==> config.mk <==
export PLATFORM = sky130hd
export DESIGN_NAME = phyup_seq
export DESIGN_NICKNAME = d
export VERILOG_FILES = /design/src/rtl/phyup_pkg.sv /design/src/rtl/phyup_tick.sv /design/src/rtl/phyup_sync.sv /design/src/rtl/phyup_band.sv /design/src/rtl/phyup_seq.sv
export SDC_FILE = /design/constraint.sdc
export NUM_CORES = 1
export LEC_CHECK = 0
export CAP_MARGIN = 20
export CORE_MARGIN = 1
export CORE_UTILIZATION = 25
export DETAILED_ROUTE_END_ITERATION = 16
export DONT_BUFFER_PORTS = 1
export GPL_TIMING_DRIVEN = 0
export SLEW_MARGIN = 20
export SYNTH_ARGS = -nofsm -noshare
export SYNTH_HDL_FRONTEND = slang
export SYNTH_SLANG_ARGS = --single-unit
==> constraint.sdc <==
create_clock -name clk -period 3 [get_ports clk]
set_clock_uncertainty 0.2 [all_clocks]
set_input_delay 0.3 -clock clk [delete_from_list [all_inputs] [get_ports clk]]
set_output_delay 0.3 -clock clk [all_outputs]
set_load 0.005 [all_outputs]
==> src/rtl/phyup_pkg.sv <==
// Package: shared state encoding and fixed constants of the PHY power-up sequencer.
// Assumes: frequencies are unsigned 32-bit values in Hz.
package phyup_pkg;

    typedef enum logic [3:0] {
        ST_IDLE,
        ST_OFF_CAL,
        ST_OFF_DLL,
        ST_PAD_CLR,
        ST_PAD_SET,
        ST_SETTLE,
        ST_CAL_ON,
        ST_CAL_WAIT,
        ST_BAND,
        ST_DLL_ON,
        ST_POLL,
        ST_FINISH
    } seq_state_e;

    localparam logic [3:0] DRIVE_SETTING = 4'd4;
    localparam logic [2:0] PAD_CFG_CLEAR = 3'd0;

    localparam logic [31:0] BAND_EDGE_A_HZ = 32'd75_000_000;
    localparam logic [31:0] BAND_EDGE_B_HZ = 32'd125_000_000;
    localparam logic [31:0] BAND_EDGE_C_HZ = 32'd175_000_000;

    localparam logic [1:0] BAND_TOP = 2'd0;
    localparam logic [1:0] BAND_LOW = 2'd1;
    localparam logic [1:0] BAND_MID = 2'd2;
    localparam logic [1:0] BAND_UPR = 2'd3;

endpackage

==> src/rtl/phyup_tick.sv <==
// Module: microsecond tick generator.
// Produces a one-cycle tick every CLKS_PER_US system clocks. A synchronous
// clear restarts the count so that a wait beginning with the clear sees its
// first tick exactly CLKS_PER_US clocks later.
// Assumes: CLKS_PER_US >= 2.
module phyup_tick #(
    parameter int CLKS_PER_US = 250
) (
    input  logic clk,
    input  logic rst_n,
    input  logic clr_i,
    output logic tick_o
);
    localparam int DIV_W = (CLKS_PER_US > 2) ? $clog2(CLKS_PER_US) : 1;
    localparam logic [DIV_W-1:0] DIV_LAST = DIV_W'(CLKS_PER_US - 1);

    logic [DIV_W-1:0] div_q;

    // Tick on the last count of the divider period.
    assign tick_o = (div_q == DIV_LAST);

    // Divider counter, wrapping each period and restarted by clear.
    always_ff @(posedge clk) begin
        if (!rst_n || clr_i || tick_o) begin
            div_q <= '0;
        end else begin
            div_q <= div_q + 1'b1;
        end
    end
endmodule

==> src/rtl/phyup_sync.sv <==
// Module: per-bit two-flop synchroniser for asynchronous PHY status levels.
// Assumes: the inputs are slow levels, so no pulse capture is needed.
module phyup_sync #(
    parameter int WIDTH = 2
) (
    input  logic             clk,
    input  logic             rst_n,
    input  logic [WIDTH-1:0] async_i,
    output logic [WIDTH-1:0] sync_o
);
    for (genvar b = 0; b < WIDTH; b++) begin : g_bit
        logic meta_q;
        logic stab_q;

        // Two back-to-back flops per status bit.
        always_ff @(posedge clk) begin
            if (!rst_n) begin
                meta_q <= 1'b0;
                stab_q <= 1'b0;
            end else begin
                meta_q <= async_i[b];
                stab_q <= meta_q;
            end
        end

        assign sync_o[b] = stab_q;
    end
endmodule

==> src/rtl/phyup_band.sv <==
// Module: DLL band encoder.
// Maps a target clock frequency in Hz to the 2-bit DLL band code.
// Assumes: thresholds come from phyup_pkg, and comparisons are unsigned.
module phyup_band #(
    parameter int FREQ_W = 32
) (
    input  logic [FREQ_W-1:0] freq_i,
    output logic [1:0]        band_o
);
    import phyup_pkg::*;

    localparam logic [FREQ_W-1:0] EDGE_A = FREQ_W'(BAND_EDGE_A_HZ);
    localparam logic [FREQ_W-1:0] EDGE_B = FREQ_W'(BAND_EDGE_B_HZ);
    localparam logic [FREQ_W-1:0] EDGE_C = FREQ_W'(BAND_EDGE_C_HZ);

    // Priority comparison from the lowest threshold upward.
    always_comb begin
        if (freq_i < EDGE_A) begin
            band_o = BAND_LOW;
        end else if (freq_i < EDGE_B) begin
            band_o = BAND_MID;
        end else if (freq_i < EDGE_C) begin
            band_o = BAND_UPR;
        end else begin
            band_o = BAND_TOP;
        end
    end
endmodule

==> src/rtl/phyup_seq.sv <==
// Module: eMMC PHY power-up sequencer (top).
// On a start strobe, decides whether the PHY needs a power cycle. If it does,
// it runs power-off, pad setup, a settle wait, calibration with one check,
// band selection, DLL enable and a bounded once-per-microsecond DLL poll.
// Assumes: start_i is a one-cycle strobe. PHY status inputs are asynchronous.
// Each wait restarts the tick divider when its state is entered.
module phyup_seq #(
    parameter int          CLKS_PER_US  = 250,
    parameter int          SETTLE_US    = 3,
    parameter int          CAL_WAIT_US  = 5,
    parameter int          DLL_LIMIT_US = 50000,
    parameter int          FREQ_W       = 32,
    parameter logic [31:0] ID_FREQ_HZ   = 32'd400_000
) (
    input  logic              clk,
    input  logic              rst_n,
    input  logic              start_i,
    input  logic [FREQ_W-1:0] freq_hz_i,
    input  logic              cal_done_i,
    input  logic              dll_ready_i,
    output logic [2:0]        pad_cfg_o,
    output logic              pad_en_o,
    output logic [3:0]        drive_o,
    output logic              cal_en_o,
    output logic [1:0]        band_o,
    output logic              dll_en_o,
    output logic              busy_o,
    output logic              done_o,
    output logic              cal_err_o,
    output logic              dll_tmo_o
);
    import phyup_pkg::*;

    localparam int CNT_MAX_A = (SETTLE_US > CAL_WAIT_US) ? SETTLE_US : CAL_WAIT_US;
    localparam int CNT_MAX   = (CNT_MAX_A > DLL_LIMIT_US) ? CNT_MAX_A : DLL_LIMIT_US;
    localparam int CNT_W     = $clog2(CNT_MAX + 1);
    localparam logic [CNT_W-1:0] SETTLE_LAST = CNT_W'(SETTLE_US - 1);
    localparam logic [CNT_W-1:0] CALW_LAST   = CNT_W'(CAL_WAIT_US - 1);
    localparam logic [CNT_W-1:0] LIMIT_LAST  = CNT_W'(DLL_LIMIT_US - 1);
    localparam logic [FREQ_W-1:0] ID_FREQ    = FREQ_W'(ID_FREQ_HZ);

    seq_state_e        state_q, state_d;
    logic [CNT_W-1:0]  us_cnt_q;
    logic [FREQ_W-1:0] cur_clk_q;
    logic [FREQ_W-1:0] tgt_clk_q;
    logic              tick;
    logic              tick_clr;
    logic [1:0]        stat_sync;
    logic              cal_ok_s;
    logic              dll_rdy_s;
    logic [1:0]        band_code;
    logic              need_cycle;

    // Restart the microsecond divider on every state change.
    assign tick_clr = (state_d != state_q);

    phyup_tick #(
        .CLKS_PER_US (CLKS_PER_US)
    ) u_tick (
        .clk    (clk),
        .rst_n  (rst_n),
        .clr_i  (tick_clr),
        .tick_o (tick)
    );

    phyup_sync #(
        .WIDTH (2)
    ) u_sync (
        .clk     (clk),
        .rst_n   (rst_n),
        .async_i ({dll_ready_i, cal_done_i}),
        .sync_o  (stat_sync)
    );

    assign cal_ok_s  = stat_sync[0];
    assign dll_rdy_s = stat_sync[1];

    phyup_band #(
        .FREQ_W (FREQ_W)
    ) u_band (
        .freq_i (tgt_clk_q),
        .band_o (band_code)
    );

    // Power cycle only for a changed clock above identification speed.
    assign need_cycle = (freq_hz_i != cur_clk_q) && (freq_hz_i > ID_FREQ);

    // Next-state selection for the ordered bring-up.
    always_comb begin
        state_d = state_q;
        unique case (state_q)
            ST_IDLE:     if (start_i) state_d = need_cycle ? ST_OFF_CAL : ST_FINISH;
            ST_OFF_CAL:  state_d = ST_OFF_DLL;
            ST_OFF_DLL:  state_d = ST_PAD_CLR;
            ST_PAD_CLR:  state_d = ST_PAD_SET;
            ST_PAD_SET:  state_d = ST_SETTLE;
            ST_SETTLE:   if (tick && us_cnt_q == SETTLE_LAST) state_d = ST_CAL_ON;
            ST_CAL_ON:   state_d = ST_CAL_WAIT;
            ST_CAL_WAIT: if (tick && us_cnt_q == CALW_LAST) state_d = cal_ok_s ? ST_BAND : ST_FINISH;
            ST_BAND:     state_d = ST_DLL_ON;
            ST_DLL_ON:   state_d = ST_POLL;
            ST_POLL:     if (tick && (dll_rdy_s || us_cnt_q == LIMIT_LAST)) state_d = ST_FINISH;
            ST_FINISH:   state_d = ST_IDLE;
            default:     state_d = ST_IDLE;
        endcase
    end

    // State register and per-state microsecond counter.
    always_ff @(posedge clk) begin
        if (!rst_n) begin
            state_q  <= ST_IDLE;
            us_cnt_q <= '0;
        end else begin
            state_q <= state_d;
            if (state_d != state_q) begin
                us_cnt_q <= '0;
            end else if (tick) begin
                us_cnt_q <= us_cnt_q + 1'b1;
            end
        end
    end

    // Clock bookkeeping: latch the target and store it on every accepted start.
    always_ff @(posedge clk) begin
        if (!rst_n) begin
            cur_clk_q <= '0;
            tgt_clk_q <= '0;
        end else if (state_q == ST_IDLE && start_i) begin
            cur_clk_q <= freq_hz_i;
            tgt_clk_q <= freq_hz_i;
        end
    end

    // PHY control outputs, each changed by exactly one step of the sequence.
    always_ff @(posedge clk) begin
        if (!rst_n) begin
            pad_cfg_o <= '0;
            pad_en_o  <= 1'b0;
            drive_o   <= '0;
            cal_en_o  <= 1'b0;
            band_o    <= '0;
            dll_en_o  <= 1'b0;
        end else begin
            unique case (state_q)
                ST_OFF_CAL: cal_en_o  <= 1'b0;
                ST_OFF_DLL: dll_en_o  <= 1'b0;
                ST_PAD_CLR: pad_cfg_o <= PAD_CFG_CLEAR;
                ST_PAD_SET: begin
                    pad_en_o <= 1'b1;
                    drive_o  <= DRIVE_SETTING;
                end
                ST_CAL_ON:  cal_en_o  <= 1'b1;
                ST_BAND:    band_o    <= band_code;
                ST_DLL_ON:  dll_en_o  <= 1'b1;
                default:    ;
            endcase
        end
    end

    // Error flags: cleared by an accepted start, set by the failing step.
    always_ff @(posedge clk) begin
        if (!rst_n) begin
            cal_err_o <= 1'b0;
            dll_tmo_o <= 1'b0;
        end else if (state_q == ST_IDLE && start_i) begin
            cal_err_o <= 1'b0;
            dll_tmo_o <= 1'b0;
        end else if (state_q == ST_CAL_WAIT && tick && us_cnt_q == CALW_LAST && !cal_ok_s) begin
            cal_err_o <= 1'b1;
        end else if (state_q == ST_POLL && tick && !dll_rdy_s && us_cnt_q == LIMIT_LAST) begin
            dll_tmo_o <= 1'b1;
        end
    end

    // Status decode from the registered state.
    assign busy_o = (state_q != ST_IDLE);
    assign done_o = (state_q == ST_FINISH);

endmodule

After elaboration in Yosys (flattened, before gate mapping)
Cells that the tools add are included.
{"block": "op_classes", "n_lt_le_gt_ge": 4, "bitwise_logic": 2, "eq_ne": 17, "reduce_logical": 24, "muxes": 12, "addsub": 2}
{"cell": "$lt 32x27->1 const B", "count": 2}
{"cell": "$pmux 4 s11", "count": 1}
{"cell": "$gt 32x19->1 const B", "count": 1}
{"cell": "$lt 32x28->1 const B", "count": 1}
{"cell": "$ne 32x32->1", "count": 1}
{"cell": "$mux 4", "count": 5}
{"cell": "$add 16x1->16 const B", "count": 1}
{"cell": "$eq 16x16->1 const B", "count": 1}
{"cell": "$eq 16x2->1 const B", "count": 1}
{"cell": "$eq 16x3->1 const B", "count": 1}
{"cell": "$eq 4x3->1 const B", "count": 4}
{"cell": "$eq 4x4->1 const B", "count": 4}
{"cell": "$logic_and 1x1->1", "count": 11}
{"cell": "$add 8x1->8 const B", "count": 1}
{"cell": "$eq 4x2->1 const B", "count": 2}
{"cell": "$eq 8x8->1 const B", "count": 1}
{"cell": "$mux 2", "count": 4}
{"cell": "$eq 4x1->1 const B", "count": 1}
{"cell": "$logic_not 4->1", "count": 1}
{"cell": "$ne 4x4->1", "count": 1}
{"cell": "$pmux 1 s2", "count": 2}
{"cell": "$reduce_bool 2->1", "count": 2}
{"cell": "$reduce_bool 4->1", "count": 1}
{"cell": "$reduce_or 2->1", "count": 2}
{"cell": "4 further kinds", "count": 9}
{"block": "totals", "out_inout_bits": 16, "inputBits": 37, "elab_cells": 75, "ff_bits": 71}

Logic depth before layout (Yosys ltp)
{"block": "logic_depth", "depth_word": 8, "ltp_mapped": 9, "ltp_nobuf": 7}

Hierarchy
Synthesis repeated with hierarchy kept, for this count alone.
{"block": "hier_totals", "hier_cells": 484, "area_unflattened_um2": 3998.8}
{"mod": "phyup_seq", "area_each_um2": 3214.3, "cells_each": 386, "seq_area_each_um2": 1181.1, "instances": 1}
{"mod": "phyup_tick", "area_each_um2": 404.1, "cells_each": 48, "seq_area_each_um2": 160.2, "instances": 1}
{"mod": "phyup_band", "area_each_um2": 260.2, "cells_each": 40, "seq_area_each_um2": 0.0, "instances": 1}
{"mod": "phyup_sync", "area_each_um2": 120.1, "cells_each": 10, "seq_area_each_um2": 80.1, "instances": 1}

Least setup slack after synthesis
Ideal clock, no wire load.
{"block": "synth_path", "path_kind": "flip-flop to flip-flop", "startpoint": "reg us_cnt_q[10]", "endpoint": "reg u_tick.div_q[6]", "required_time_ps": 2679, "path_buffers": 1, "arrival_ps": 1845, "setup_slack_ps": 834, "period_less_slack_ps": 2166, "setup_ps": 121, "path_stages_with_launch": 7, "path_cell_list": "dfxtp_1 > or4_4 > o41ai_2 > a41oi_1 > o221ai_4 > buf_8 > nor3_2"}
{"block": "synth_between", "elab_chain_cells": 8, "word_cells_on_any_way": 14, "cone_classes": "4 x eq/ne; 4 x mux; 6 x reduce/logical"}
{"element": "from (decl)", "line": "phyup_seq.sv:43", "text": "logic [CNT_W-1:0] us_cnt_q;"}
{"element": "from (signal assigned)", "line": "phyup_seq.sv:118", "text": "us_cnt_q <= us_cnt_q + 1'b1;"}
{"element": "$eq 16x16->1", "line": "phyup_seq.sv:102", "text": "ST_POLL: if (tick && (dll_rdy_s || us_cnt_q == LIMIT_LAST)) state_d = ST_FINISH;"}
{"element": "$logic_or 1x1->1", "line": "phyup_seq.sv:102"}
{"element": "$logic_and 1x1->1", "line": "phyup_seq.sv:102"}
{"element": "$mux 4", "line": "phyup_seq.sv:102"}
{"element": "$pmux 4 s11 *", "line": "phyup_seq.sv:91", "text": "unique case (state_q)"}
{"element": "$ne 4x4->1 *", "line": "phyup_seq.sv:55", "text": "assign tick_clr = (state_d != state_q);"}
{"element": "$logic_or 1x1->1 * (2 in a row)", "line": "phyup_tick.sv:24", "text": "if (!rst_n || clr_i || tick_o) begin"}
{"element": "to (signal assigned)", "line": "phyup_tick.sv:27", "text": "div_q <= div_q + 1'b1;"}
{"element": "to (decl)", "line": "phyup_tick.sv:17", "text": "logic [DIV_W-1:0] div_q;"}
Every way passes the cells marked *; elsewhere a longest branch is shown, timed or not.
A chain may end at the register's enable or synchronous reset.

Worst setup path in the final report
{"block": "layout_path", "startpoint": "reg us_cnt_q[1]", "endpoint": "reg u_tick.div_q[6]"}
Same word-level chain as after synthesis.

==> metrics.md <==
| Metric | Value |
|---|---|
| Synth top cells by count | 83 x nand2_1, 71 x dfxtp_1, 44 x a21oi_1 |
| Initial DRT Pass Iterations | 5 |
| Slowest stage cell, crit path | dfxtp_1 |
| Vias per inst | 4.92 |
| Wire per inst | 14.8 um |
| Total power | 2320 uW |
| I/O pins | 53 |
| Post-synth EDFFs | 0 |
| Worst EP required | 3010 ps |
| Period utilization | 0.810 |
| Via Count | 3472 |
| Worst hold path type | in -> reg |
| Largest net degree at the start of global routing | 11 |
| FF-to-FF Start | us_cnt_q[1] |
| Vias in the first global route | 3417 |
| Post-DP HPWL | 7.43 mm |
| Worst hold endpoint | state_q[1] |
| Num CTS Buffers | 9 |
| Layout cells sized above 1 | 0.0710 |
| Cell Chain, Critical Path | ha_1 > clkbuf_1 > nand4_1 > o41ai_2 > a41oi_1 > o221ai_4 > buf_8 > nor3_2 |
| Diodes inserted | 0 |
| Worst-path maximum fanout | 10 |
| Count leader, synth | nand2_1 |
| Reg2reg setup slack | 570 ps |
| WS Path Type | reg -> reg |
| CTS tree | built |
| Cells after Synth | 467 |
| Int Pwr | 1730 uW |
| Design area | 4600 sq um |
| Synth top area cells | dfxtp_1 38%, nand2_1 8.4%, xnor2_1 8.2%, a21oi_1 5.9%, xor2_1 4.0% |
| Clock transition at path regs | 50 ps |
| First-pass GRT wire length | 16.5 mm |
| CTS Buffer Depth | 2 |
| GRT Total Usage | 0.140 |
| DR iter-0 viols | 173 |
| Peak VDD IR | 0.268 mV |
| Place WS | 589 ps |
| Netlist cell types | 55 |
| Pwr/cell area | 504 nW/um^2 |
| CP Capture Type | flip-flop |
| Max Slew Vio Count | 0 |
| Die area | 15400 sq um |
| F_max | 0.412 GHz |
| Area growth from synthesis to layout | 23.3% |
| Die boundary height | 124 um |
| #FFs+latches synth | 71 |
| DRT antenna net count | 0 |
| HP Start | freq_hz_i[11] |
| Clock power share | 0.416 |
| Reg power frac | 0.446 |
| Clock Latency Late Sink | 330 ps |
| Netlist Area Pre-Place | 3730 sq um |
| Switching share of power | 0.256 |
| Status | finished, final reports clean |
| Fraction of the yosys area taken by sequential cells | 0.381 |
| Setup Fix Bufs, Post-CTS | 0 |
| DP Area | 3990 sq um |
| Clock Sinks | 71 |
| Slew HR | 0.504 |
| FF-to-FF End | u_tick.div_q[6] |
| FFs w/ async S/R, synth | 0 |
| Post-synth top area share | 0.381 |
| WL final | 10.4 mm |
| Max incr delay on CP | 370 ps |
| Ys flop type | dfxtp_1 |
| Final worst path period need | 2430 ps |
| DRC | 0 |
| H-tree depth | 3 |
| Net Switching | 593 uW |
| Row count | 44 |
| Synth Warn # | 0 |
| Setup ws final | 570 ps |
| CP Data Arrival Time | 2440 ps |
| Worst reg-to-reg path cell count | 8 |
| Final nets | 560 |
| Area leader, netlist | dfxtp_1 |
| Logic pwr share | 0.137 |
| Slew @ Worst Pin | 738 ps |
| Die W | 124 um |
| Max Cap Violations | 0 |
| Initial antenna violation count | 0 |
| Initial Utilization | 0.257 |
| Synth Area per Inst | 7.99 sq um |
| RSZ-0062 raised after global routing | false |
| Leak | 0.00154 uW |
| Routability cong. | 0.846 |
| CTS Root Cell | clkbuf_16 |
| CORE AREA | 14500 sq um |
| Hold Path Depth | 5 |
| Fin Setup TNS | 0 ps |
| Gr ovfl total | 0 |
| Final hold vios | 0 |
| Startpoint Class | flip-flop |
| Final Setup Violations | 0 |
| Port-buffer cells | 0 |
-- cells by family after synthesis --
| logic type | count (synthesis) | share of synthesized area |
|---|---|---|
| fa+ha+maj | 5 | 0.0168 |
| flops | 71 | 0.381 |
| other cells | 1 | 0.00101 |
| xor+xnor | 52 | 0.122 |
| buf+inv | 43 | 0.0557 |
| compound gates | 82 | 0.141 |
| simple gates | 213 | 0.283 |
-- worst max-delay path, delay by kind of cell, from the launching register on --
kind | cells | cell delay, ps
compound gates | 3 | 820
fa+ha+maj | 1 | 160
buf+inv | 2 | 520
flops | 1 | 370
simple gates | 2 | 250
-- sequential cells by signal, indices dropped and copies added, names as in the netlist --
signal	flops
cal_err_o	1
u_sync.g_bit.stab_q	2
cal_en_o	1
state_q	4
us_cnt_q	16
dll_en_o	1
band_o	2
tgt_clk_q	32
u_sync.g_bit.meta_q	2
u_tick.div_q	8
dll_tmo_o	1
drive_o	1
-- repair_timing --
action / in CTS / in global routing
setup endpoints to repair: 0 / 0
resized for setup: 0 / 0
hold buffers: 35 / 0
endpoints found under the hold margin: 38 / 0
-- cell type report --
| cell class | instances | area, sq um |
|---|---|---|
| sequential | 71 | 1420 |
| clock buffer | 13 | 260 |
| inverter | 12 | 45.0 |
| tap | 184 | 230 |
| timing repair buffer | 35 | 350 |
| clock inverter | 1 | 5.00 |
| fill | 1511 | 9930 |
| multi-input combinational | 358 | 2130 |
| buffer | 31 | 163 |
-- stage by stage --
stage	hold WS (ps)	cells	util
global placement	219	656	0.274
finish	181	705	0.317
CTS	158	705	0.317
detailed placement	223	656	0.274
floorplan	212	472	-
global route	207	705	0.317
-- worst max-delay path by stage --
| stage | from | endpoint | slack [ps] | cells after the start |
|---|---|---|---|---|
| final | us_cnt_q[1] | u_tick.div_q[6] | 570 | 8 |
| after global routing | us_cnt_q[0] | u_tick.div_q[6] | 400 | 8 |
| after CTS | us_cnt_q[1] | u_tick.div_q[6] | 580 | 8 |
| after detailed placement | us_cnt_q[1] | u_tick.div_q[6] | 590 | 8 |
| after global placement | u_tick.div_q[0] | us_cnt_q[5] | 620 | 6 |
| after floorplan | us_cnt_q[10] | u_tick.div_q[6] | 830 | 6 |
-- power by group through the flow --
stage	clock, uW	combinational, uW	sequential [uW]
detailed placement	0	275	1050
finish	966	319	1040
floorplan	0	219	1040
global route	1020	355	1040
global placement	0	270	1050
CTS	989	317	1030
-- per-layer routing --
| metal | track usage | share of wire | vias to the layer above |
|---|---|---|---|
| met5 | 0 | 0 | - |
| met4 | 0.0915 | 0.042 | 0 |
| met3 | 0.0334 | 0.066 | 31 |
| met2 | 0.225 | 0.46 | 104 |
| met1 | 0.166 | 0.43 | 1617 |
| li1 | - | - | 1720 |
-- cells in the final DEF (no fill, tap or decap), types with 2 or more instances in the layout --
master	Yosys	routed
a2111oi_0	2	2
nand3_1	16	16
o211a_1	2	2
conb_1	1	6
clkbuf_1	19	21
nor2_2	6	6
o41ai_1	2	2
dfxtp_1	71	71
nand2_1	83	83
or4_1	4	4
and2_1	6	6
clkbuf_8	0	2
nor2b_1	2	2
xor2_1	17	17
inv_1	12	12
dlygate4sd3_1	0	35
buf_4	7	7
a311o_1	2	2
nor2_1	30	30
nand4_1	19	19
buf_1	2	2
a21oi_1	44	44
a31oi_1	2	2
ha_1	5	5
or3_1	4	4
o32ai_1	2	2
nor3_1	15	15
clkbuf_16	0	9
nor4_1	12	11
nand3b_1	2	2
and3_1	3	3
o211ai_1	2	2
xnor2_1	35	35
o21ai_0	12	12
nor3_2	3	3
Note: power is estimated with default switching activity, not from simulation.
